==> src/rtl/risc_alu_pkg.sv <==
package risc_alu_pkg;
  localparam int OPC_W = 6;
  localparam int FN_W  = 6;

  localparam logic [OPC_W-1:0] OPC_RTYPE = 6'h00;
  localparam logic [OPC_W-1:0] OPC_ADDI  = 6'h08;
  localparam logic [OPC_W-1:0] OPC_ADDIU = 6'h09;
  localparam logic [OPC_W-1:0] OPC_SLTI  = 6'h0a;
  localparam logic [OPC_W-1:0] OPC_SLTIU = 6'h0b;
  localparam logic [OPC_W-1:0] OPC_ANDI  = 6'h0c;
  localparam logic [OPC_W-1:0] OPC_ORI   = 6'h0d;
  localparam logic [OPC_W-1:0] OPC_LUI   = 6'h0f;

  localparam logic [FN_W-1:0] FN_SLL  = 6'h00;
  localparam logic [FN_W-1:0] FN_SRL  = 6'h02;
  localparam logic [FN_W-1:0] FN_ADD  = 6'h20;
  localparam logic [FN_W-1:0] FN_ADDU = 6'h21;
  localparam logic [FN_W-1:0] FN_SUB  = 6'h22;
  localparam logic [FN_W-1:0] FN_SUBU = 6'h23;
  localparam logic [FN_W-1:0] FN_AND  = 6'h24;
  localparam logic [FN_W-1:0] FN_OR   = 6'h25;
  localparam logic [FN_W-1:0] FN_NOR  = 6'h27;
  localparam logic [FN_W-1:0] FN_SLT  = 6'h2a;
  localparam logic [FN_W-1:0] FN_SLTU = 6'h2b;

  typedef enum logic [3:0] {
    ALU_NONE, ALU_ADD, ALU_SUB, ALU_AND, ALU_OR, ALU_NOR,
    ALU_SLT, ALU_SLTU, ALU_SLL, ALU_SRL, ALU_PASS_B
  } alu_op_e;

  typedef enum logic [1:0] {
    SRC_RT, SRC_SEXT, SRC_ZEXT, SRC_UPPER
  } src_b_e;

  typedef struct packed {
    alu_op_e op;
    src_b_e  src_b;
    logic    ovf_en;
    logic    illegal;
  } alu_ctrl_t;
endpackage

==> src/rtl/risc_alu_decoder.sv <==
module risc_alu_decoder
  import risc_alu_pkg::*;
(
  input  logic [OPC_W-1:0] opcode_i,
  input  logic [FN_W-1:0]  funct_i,
  output alu_ctrl_t        ctrl_o
);
  always_comb begin
    ctrl_o = '{op: ALU_NONE, src_b: SRC_RT, ovf_en: 1'b0, illegal: 1'b0};
    unique case (opcode_i)
      OPC_RTYPE: begin
        unique case (funct_i)
          FN_ADD:  begin ctrl_o.op = ALU_ADD; ctrl_o.ovf_en = 1'b1; end
          FN_ADDU: ctrl_o.op = ALU_ADD;
          FN_SUB:  begin ctrl_o.op = ALU_SUB; ctrl_o.ovf_en = 1'b1; end
          FN_SUBU: ctrl_o.op = ALU_SUB;
          FN_AND:  ctrl_o.op = ALU_AND;
          FN_OR:   ctrl_o.op = ALU_OR;
          FN_NOR:  ctrl_o.op = ALU_NOR;
          FN_SLT:  ctrl_o.op = ALU_SLT;
          FN_SLTU: ctrl_o.op = ALU_SLTU;
          FN_SLL:  ctrl_o.op = ALU_SLL;
          FN_SRL:  ctrl_o.op = ALU_SRL;
          default: ctrl_o.illegal = 1'b1;
        endcase
      end
      OPC_ADDI:  begin ctrl_o.op = ALU_ADD;    ctrl_o.src_b = SRC_SEXT; ctrl_o.ovf_en = 1'b1; end
      OPC_ADDIU: begin ctrl_o.op = ALU_ADD;    ctrl_o.src_b = SRC_SEXT; end
      OPC_SLTI:  begin ctrl_o.op = ALU_SLT;    ctrl_o.src_b = SRC_SEXT; end
      OPC_SLTIU: begin ctrl_o.op = ALU_SLTU;   ctrl_o.src_b = SRC_SEXT; end
      OPC_ANDI:  begin ctrl_o.op = ALU_AND;    ctrl_o.src_b = SRC_ZEXT; end
      OPC_ORI:   begin ctrl_o.op = ALU_OR;     ctrl_o.src_b = SRC_ZEXT; end
      OPC_LUI:   begin ctrl_o.op = ALU_PASS_B; ctrl_o.src_b = SRC_UPPER; end
      default:   ctrl_o.illegal = 1'b1;
    endcase
  end
endmodule

==> src/rtl/risc_alu_operand.sv <==
module risc_alu_operand
  import risc_alu_pkg::*;
#(
  parameter int XLEN  = 32,
  parameter int IMM_W = 16
) (
  input  src_b_e           src_i,
  input  logic [XLEN-1:0]  rt_i,
  input  logic [IMM_W-1:0] imm_i,
  output logic [XLEN-1:0]  b_o
);
  localparam int PAD_W = XLEN - IMM_W;

  logic [XLEN-1:0] sext, zext, upper;
  assign sext  = {{PAD_W{imm_i[IMM_W-1]}}, imm_i};
  assign zext  = {{PAD_W{1'b0}}, imm_i};
  assign upper = {imm_i, {PAD_W{1'b0}}};

  always_comb begin
    unique case (src_i)
      SRC_SEXT:  b_o = sext;
      SRC_ZEXT:  b_o = zext;
      SRC_UPPER: b_o = upper;
      default:   b_o = rt_i;
    endcase
  end
endmodule

==> src/rtl/risc_alu_shifter.sv <==
module risc_alu_shifter #(
  parameter int XLEN    = 32,
  parameter int SHAMT_W = 5
) (
  input  logic [XLEN-1:0]    data_i,
  input  logic [SHAMT_W-1:0] amt_i,
  input  logic               left_i,
  output logic [XLEN-1:0]    data_o
);
  logic [SHAMT_W:0][XLEN-1:0] stage;
  assign stage[0] = data_i;

  // log-depth barrel: stage k moves by 2^k when amt bit k is set
  for (genvar k = 0; k < SHAMT_W; k++) begin : g_stage
    localparam int DIST = 1 << k;
    always_comb begin
      if (!amt_i[k])   stage[k+1] = stage[k];
      else if (left_i) stage[k+1] = stage[k] << DIST;
      else             stage[k+1] = stage[k] >> DIST;
    end
  end

  assign data_o = stage[SHAMT_W];
endmodule

==> src/rtl/risc_alu_exec.sv <==
module risc_alu_exec
  import risc_alu_pkg::*;
#(
  parameter int XLEN    = 32,
  parameter int SHAMT_W = 5
) (
  input  alu_ctrl_t          ctrl_i,
  input  logic [XLEN-1:0]    a_i,
  input  logic [XLEN-1:0]    b_i,
  input  logic [XLEN-1:0]    rt_i,
  input  logic [SHAMT_W-1:0] shamt_i,
  output logic [XLEN-1:0]    result_o,
  output logic               ovf_o
);
  localparam int MSB = XLEN - 1;

  logic [XLEN-1:0] sum, diff, shifted;
  logic            ovf_add, ovf_sub, lt_s, lt_u;

  assign sum  = a_i + b_i;
  assign diff = a_i - b_i;
  assign ovf_add = (a_i[MSB] == b_i[MSB]) && (sum[MSB] != a_i[MSB]);
  assign ovf_sub = (a_i[MSB] != b_i[MSB]) && (diff[MSB] != a_i[MSB]);
  assign lt_s = $signed(a_i) < $signed(b_i);
  assign lt_u = a_i < b_i;

  risc_alu_shifter #(.XLEN(XLEN), .SHAMT_W(SHAMT_W)) u_shift (
    .data_i (rt_i),
    .amt_i  (shamt_i),
    .left_i (ctrl_i.op == ALU_SLL),
    .data_o (shifted)
  );

  always_comb begin
    unique case (ctrl_i.op)
      ALU_ADD:    result_o = sum;
      ALU_SUB:    result_o = diff;
      ALU_AND:    result_o = a_i & b_i;
      ALU_OR:     result_o = a_i | b_i;
      ALU_NOR:    result_o = ~(a_i | b_i);
      ALU_SLT:    result_o = {{(XLEN-1){1'b0}}, lt_s};
      ALU_SLTU:   result_o = {{(XLEN-1){1'b0}}, lt_u};
      ALU_SLL,
      ALU_SRL:    result_o = shifted;
      ALU_PASS_B: result_o = b_i;
      default:    result_o = '0;
    endcase
  end

  always_comb begin
    ovf_o = 1'b0;
    if (ctrl_i.ovf_en) begin
      if (ctrl_i.op == ALU_ADD)      ovf_o = ovf_add;
      else if (ctrl_i.op == ALU_SUB) ovf_o = ovf_sub;
    end
  end
endmodule

==> src/rtl/risc_alu.sv <==
module risc_alu
  import risc_alu_pkg::*;
#(
  parameter int XLEN  = 32,
  parameter int IMM_W = 16
) (
  input  logic [OPC_W-1:0]         opcode_i,
  input  logic [FN_W-1:0]          funct_i,
  input  logic [$clog2(XLEN)-1:0]  shamt_i,
  input  logic [XLEN-1:0]          rs_i,
  input  logic [XLEN-1:0]          rt_i,
  input  logic [IMM_W-1:0]         imm_i,
  output logic [XLEN-1:0]          result_o,
  output logic                     ovf_o,
  output logic                     illegal_o
);
  localparam int SHAMT_W = $clog2(XLEN);
  localparam int PAD_W   = XLEN - IMM_W;

  alu_ctrl_t       ctrl;
  logic [XLEN-1:0] op_b;

  risc_alu_decoder u_dec (
    .opcode_i (opcode_i),
    .funct_i  (funct_i),
    .ctrl_o   (ctrl)
  );

  risc_alu_operand #(.XLEN(XLEN), .IMM_W(IMM_W)) u_opb (
    .src_i (ctrl.src_b),
    .rt_i  (rt_i),
    .imm_i (imm_i),
    .b_o   (op_b)
  );

  risc_alu_exec #(.XLEN(XLEN), .SHAMT_W(SHAMT_W)) u_exec (
    .ctrl_i   (ctrl),
    .a_i      (rs_i),
    .b_i      (op_b),
    .rt_i     (rt_i),
    .shamt_i  (shamt_i),
    .result_o (result_o),
    .ovf_o    (ovf_o)
  );

  assign illegal_o = ctrl.illegal;

  always_comb begin
    if (illegal_o) begin
      a_r10_illegal_quiet: assert (result_o == '0 && !ovf_o)
        else $error("illegal encoding produced data");
    end
    if (!ctrl.ovf_en) begin
      a_r8_no_overflow: assert (!ovf_o)
        else $error("overflow on non-trapping op");
    end
    if (ovf_o) begin
      a_r7_ovf_sign: assert (result_o[XLEN-1] != rs_i[XLEN-1])
        else $error("overflow without sign change");
    end
    if (ctrl.op == ALU_SLT || ctrl.op == ALU_SLTU) begin
      a_r5_bool_result: assert (result_o[XLEN-1:1] == '0)
        else $error("compare result not boolean");
    end
    if (opcode_i == OPC_LUI) begin
      a_r4_upper_imm: assert (result_o == {imm_i, {PAD_W{1'b0}}})
        else $error("upper immediate misplaced");
    end
    if (ctrl.op == ALU_SLL) begin
      a_r9_sll_fill: assert ((result_o & ~({XLEN{1'b1}} << shamt_i)) == '0)
        else $error("left shift fill not zero");
    end
    if (ctrl.op == ALU_SRL) begin
      a_r9_srl_fill: assert ((result_o & ~({XLEN{1'b1}} >> shamt_i)) == '0)
        else $error("right shift fill not zero");
    end
  end
endmodule

==> config.mk <==
export PLATFORM = sky130hd
export DESIGN_NAME = risc_alu
export DESIGN_NICKNAME = d
export VERILOG_FILES = /design/src/rtl/risc_alu_pkg.sv /design/src/rtl/risc_alu_decoder.sv /design/src/rtl/risc_alu_operand.sv /design/src/rtl/risc_alu_shifter.sv /design/src/rtl/risc_alu_exec.sv /design/src/rtl/risc_alu.sv
export SDC_FILE = /design/constraint.sdc
export NUM_CORES = 1
export LEC_CHECK = 0
export BUFFER_PORTS_ARGS = -buffer_cell sky130_fd_sc_hd__buf_2
export CAP_MARGIN = 20
export CORE_AREA = 2 2 144 146
export DETAILED_ROUTE_END_ITERATION = 12
export DIE_AREA = 0 0 146 148
export MAX_ROUTING_LAYER = met4
export PLACE_DENSITY = 0.7
export SLEW_MARGIN = 20
export SYNTH_ARGS = -nofsm -noshare
export SYNTH_HDL_FRONTEND = slang
export SYNTH_SLANG_ARGS = --single-unit
==> constraint.sdc <==
create_clock -name vclk -period 8.2
set_input_delay 1.64 -clock vclk [all_inputs]
set_output_delay 1.64 -clock vclk [all_outputs]
set_load 0.1 [all_outputs]
==> summary.txt <==
Hold Startpoint: rs_i[31]
sequential standard cell area: 0 µm²
Worst slew margin: 0.2581
WS Path Type: input port to output pin
Synth Net Count: 1700
unrepaired setup endpoints after global routing: false
Critical Path AT: 6.38 ns
Final Hold Vio Count: 0
dominant cell type by area after synthesis: ha_1
commonest non-fill, non-tap cell in the layout: nor2_1
vias in the first global route: 12410
final core utilization: 0.5506
Die Width: 146 µm
sequential fraction of the synthesis area: 0
fin. max-slew vios: 0
GP Congestion: 1.102
grt ovf: 0
P&R area growth vs syn: 11.65%
clkbuf count: 0
Least-Margin Pin Slew: 1.101 ns
row cnt: 52
num sequential: 0
half-perimeter wire length after placement: 41870 µm
syn avg cell area: 6.567 µm²
Hold EP: ovf_o
Crit Path Max Fanout: 14
port bufs: 131
most frequent cells in the layout: nor2_1 (145), a21oi_1 (136), nand2_1 (130)
wire per inst: 28.97 µm
Inst Count DP: 1830
final WL: 53170 µm
final setup violation count: 0
first-pass GRT wire length: 79230 µm
worst min path class: input port to output pin
cells after synthesis: 1505
I/O pin count: 131
Peak Freq: 124.6 MHz
Worst Path Required: 6.56 ns
GRT Max-Usage Layer: met2
gr usage total: 0.4887
post-CTS setup buffers: 0
GR Layer Usage met2: 0.7474
ANT nets after route: 0
M1 GR Usage: 0.5986
Post-Syn Area: 0.009883 mm²
post-synthesis cell type count: 84
area fraction of the dominant cell type after synthesis: 0.1215
grt met3 use: 0.1043
antenna violations before repair: 5
via count: 13560
crit end category: output pin
Synth area leaders: ha_1 (12%), a21oi_1 (6.9%), nor2_1 (5.7%)
Final nets: 1757
Worst Setup Start Kind: input port
hold path depth: 5
fraction of layout cells with a size suffix above 1: 0.1583
status: finished clean
min Tclk post-route: 8.024 ns
yosys warns: 0
1st-iter DRT viols: 2007
Max-Cap Viols: 0
Residual DRC: 0
Starting Density: 0.4932
final non-filler cell total: 1835
DR pass1 iterations: 8
Tcrit/Tclk final: 0.9785
die height: 148 µm
area of the core: 0.02004 mm²
vias per cell: 7.388
die area: 0.02161 mm²
pin count of the biggest net entering global routing: 76
-- metrics by stage --
stage	hold slack [ns]	setup TNS, ns	setup WS [ns]	area [µm²]
CTS	3.893	0	0.06410	11020
finish	3.893	0	0.1760	11030
floorplan	3.636	0	0.003699	9925
detailed placement	3.892	0	0.08699	11020
global route	3.962	0	0.05247	11030
global placement	3.890	-0.003183	-0.003183	11020
-- cell type report --
type,count,area [µm²]
Tap cell,270,337.8
Inverter,112,420.4
Antenna cell,5,12.51
Fill cell,2082,9005
Multi-Input combinational cell,1260,8912
Timing Repair Buffer,188,1351
-- worst max-delay path, cell delays in order --
cell,delay (ns)
buf_2,0.12
nor3b_2,0.39
and4_1,0.47
buf_4,0.29
and2_1,0.35
a2bb2oi_2,0.37
inv_1,0.12
ha_1,0.40
buf_4,0.20
or4_1,0.53
a21oi_1,0.27
o41ai_2,0.16
o21ai_0,0.26
a31oi_1,0.13
or3_1,0.46
buf_12,0.20
-- synth_stat cells, types with 25 or more instances --
library cell	count
nand3_1	35
o21ai_0	72
a21oi_1	137
nor3_1	33
a22oi_1	28
a211oi_1	37
a31oi_1	25
nor2_1	149
inv_1	110
a221oi_1	28
ha_1	96
xnor2_1	29
nand2_1	130
o211ai_1	36
clkbuf_1	90
mux2i_1	42
-- routing by layer --
metal | share of wire | routed length [µm]
met1 | 0.37 | 19440
met2 | 0.43 | 22690
met3 | 0.13 | 6835
met4 | 0.079 | 4196
met5 | 0 | 0
-- worst max path at each step --
stage                start           end  slack (ns)  cells past startpoint
3_5_place_dp   opcode_i[5]   result_o[0]        0.09                     16
3_3_place_gp   opcode_i[5]   result_o[0]      -0.003                     16
2_1_floorplan  opcode_i[5]  result_o[27]       0.004                     19
5_1_grt        opcode_i[5]  result_o[27]        0.05                     17
6_report       opcode_i[5]   result_o[0]        0.18                     16
4_1_cts        opcode_i[5]   result_o[0]        0.06                     16
-- repair_timing --
| item | 4_1_cts | 5_1_grt |
|---|---|---|
| endpoints found under the setup margin | 0 | 5 |
| resized for setup | 0 | 1 |
| hold buffers | 0 | 0 |
| hold endpoints to repair | 0 | 0 |
-- cells by family (layout without fill, tap and decap cells) --
kind of cell | count (synthesis) | in the layout | share of synthesized area
compound gates | 602 | 602 | 0.4287
simple gates | 461 | 461 | 0.2178
buf+inv | 245 | 300 | 0.1036
fa+ha+maj | 98 | 98 | 0.1256
mux | 67 | 67 | 0.09609
xor+xnor | 32 | 32 | 0.02836
other cells | 0 | 5 | 0
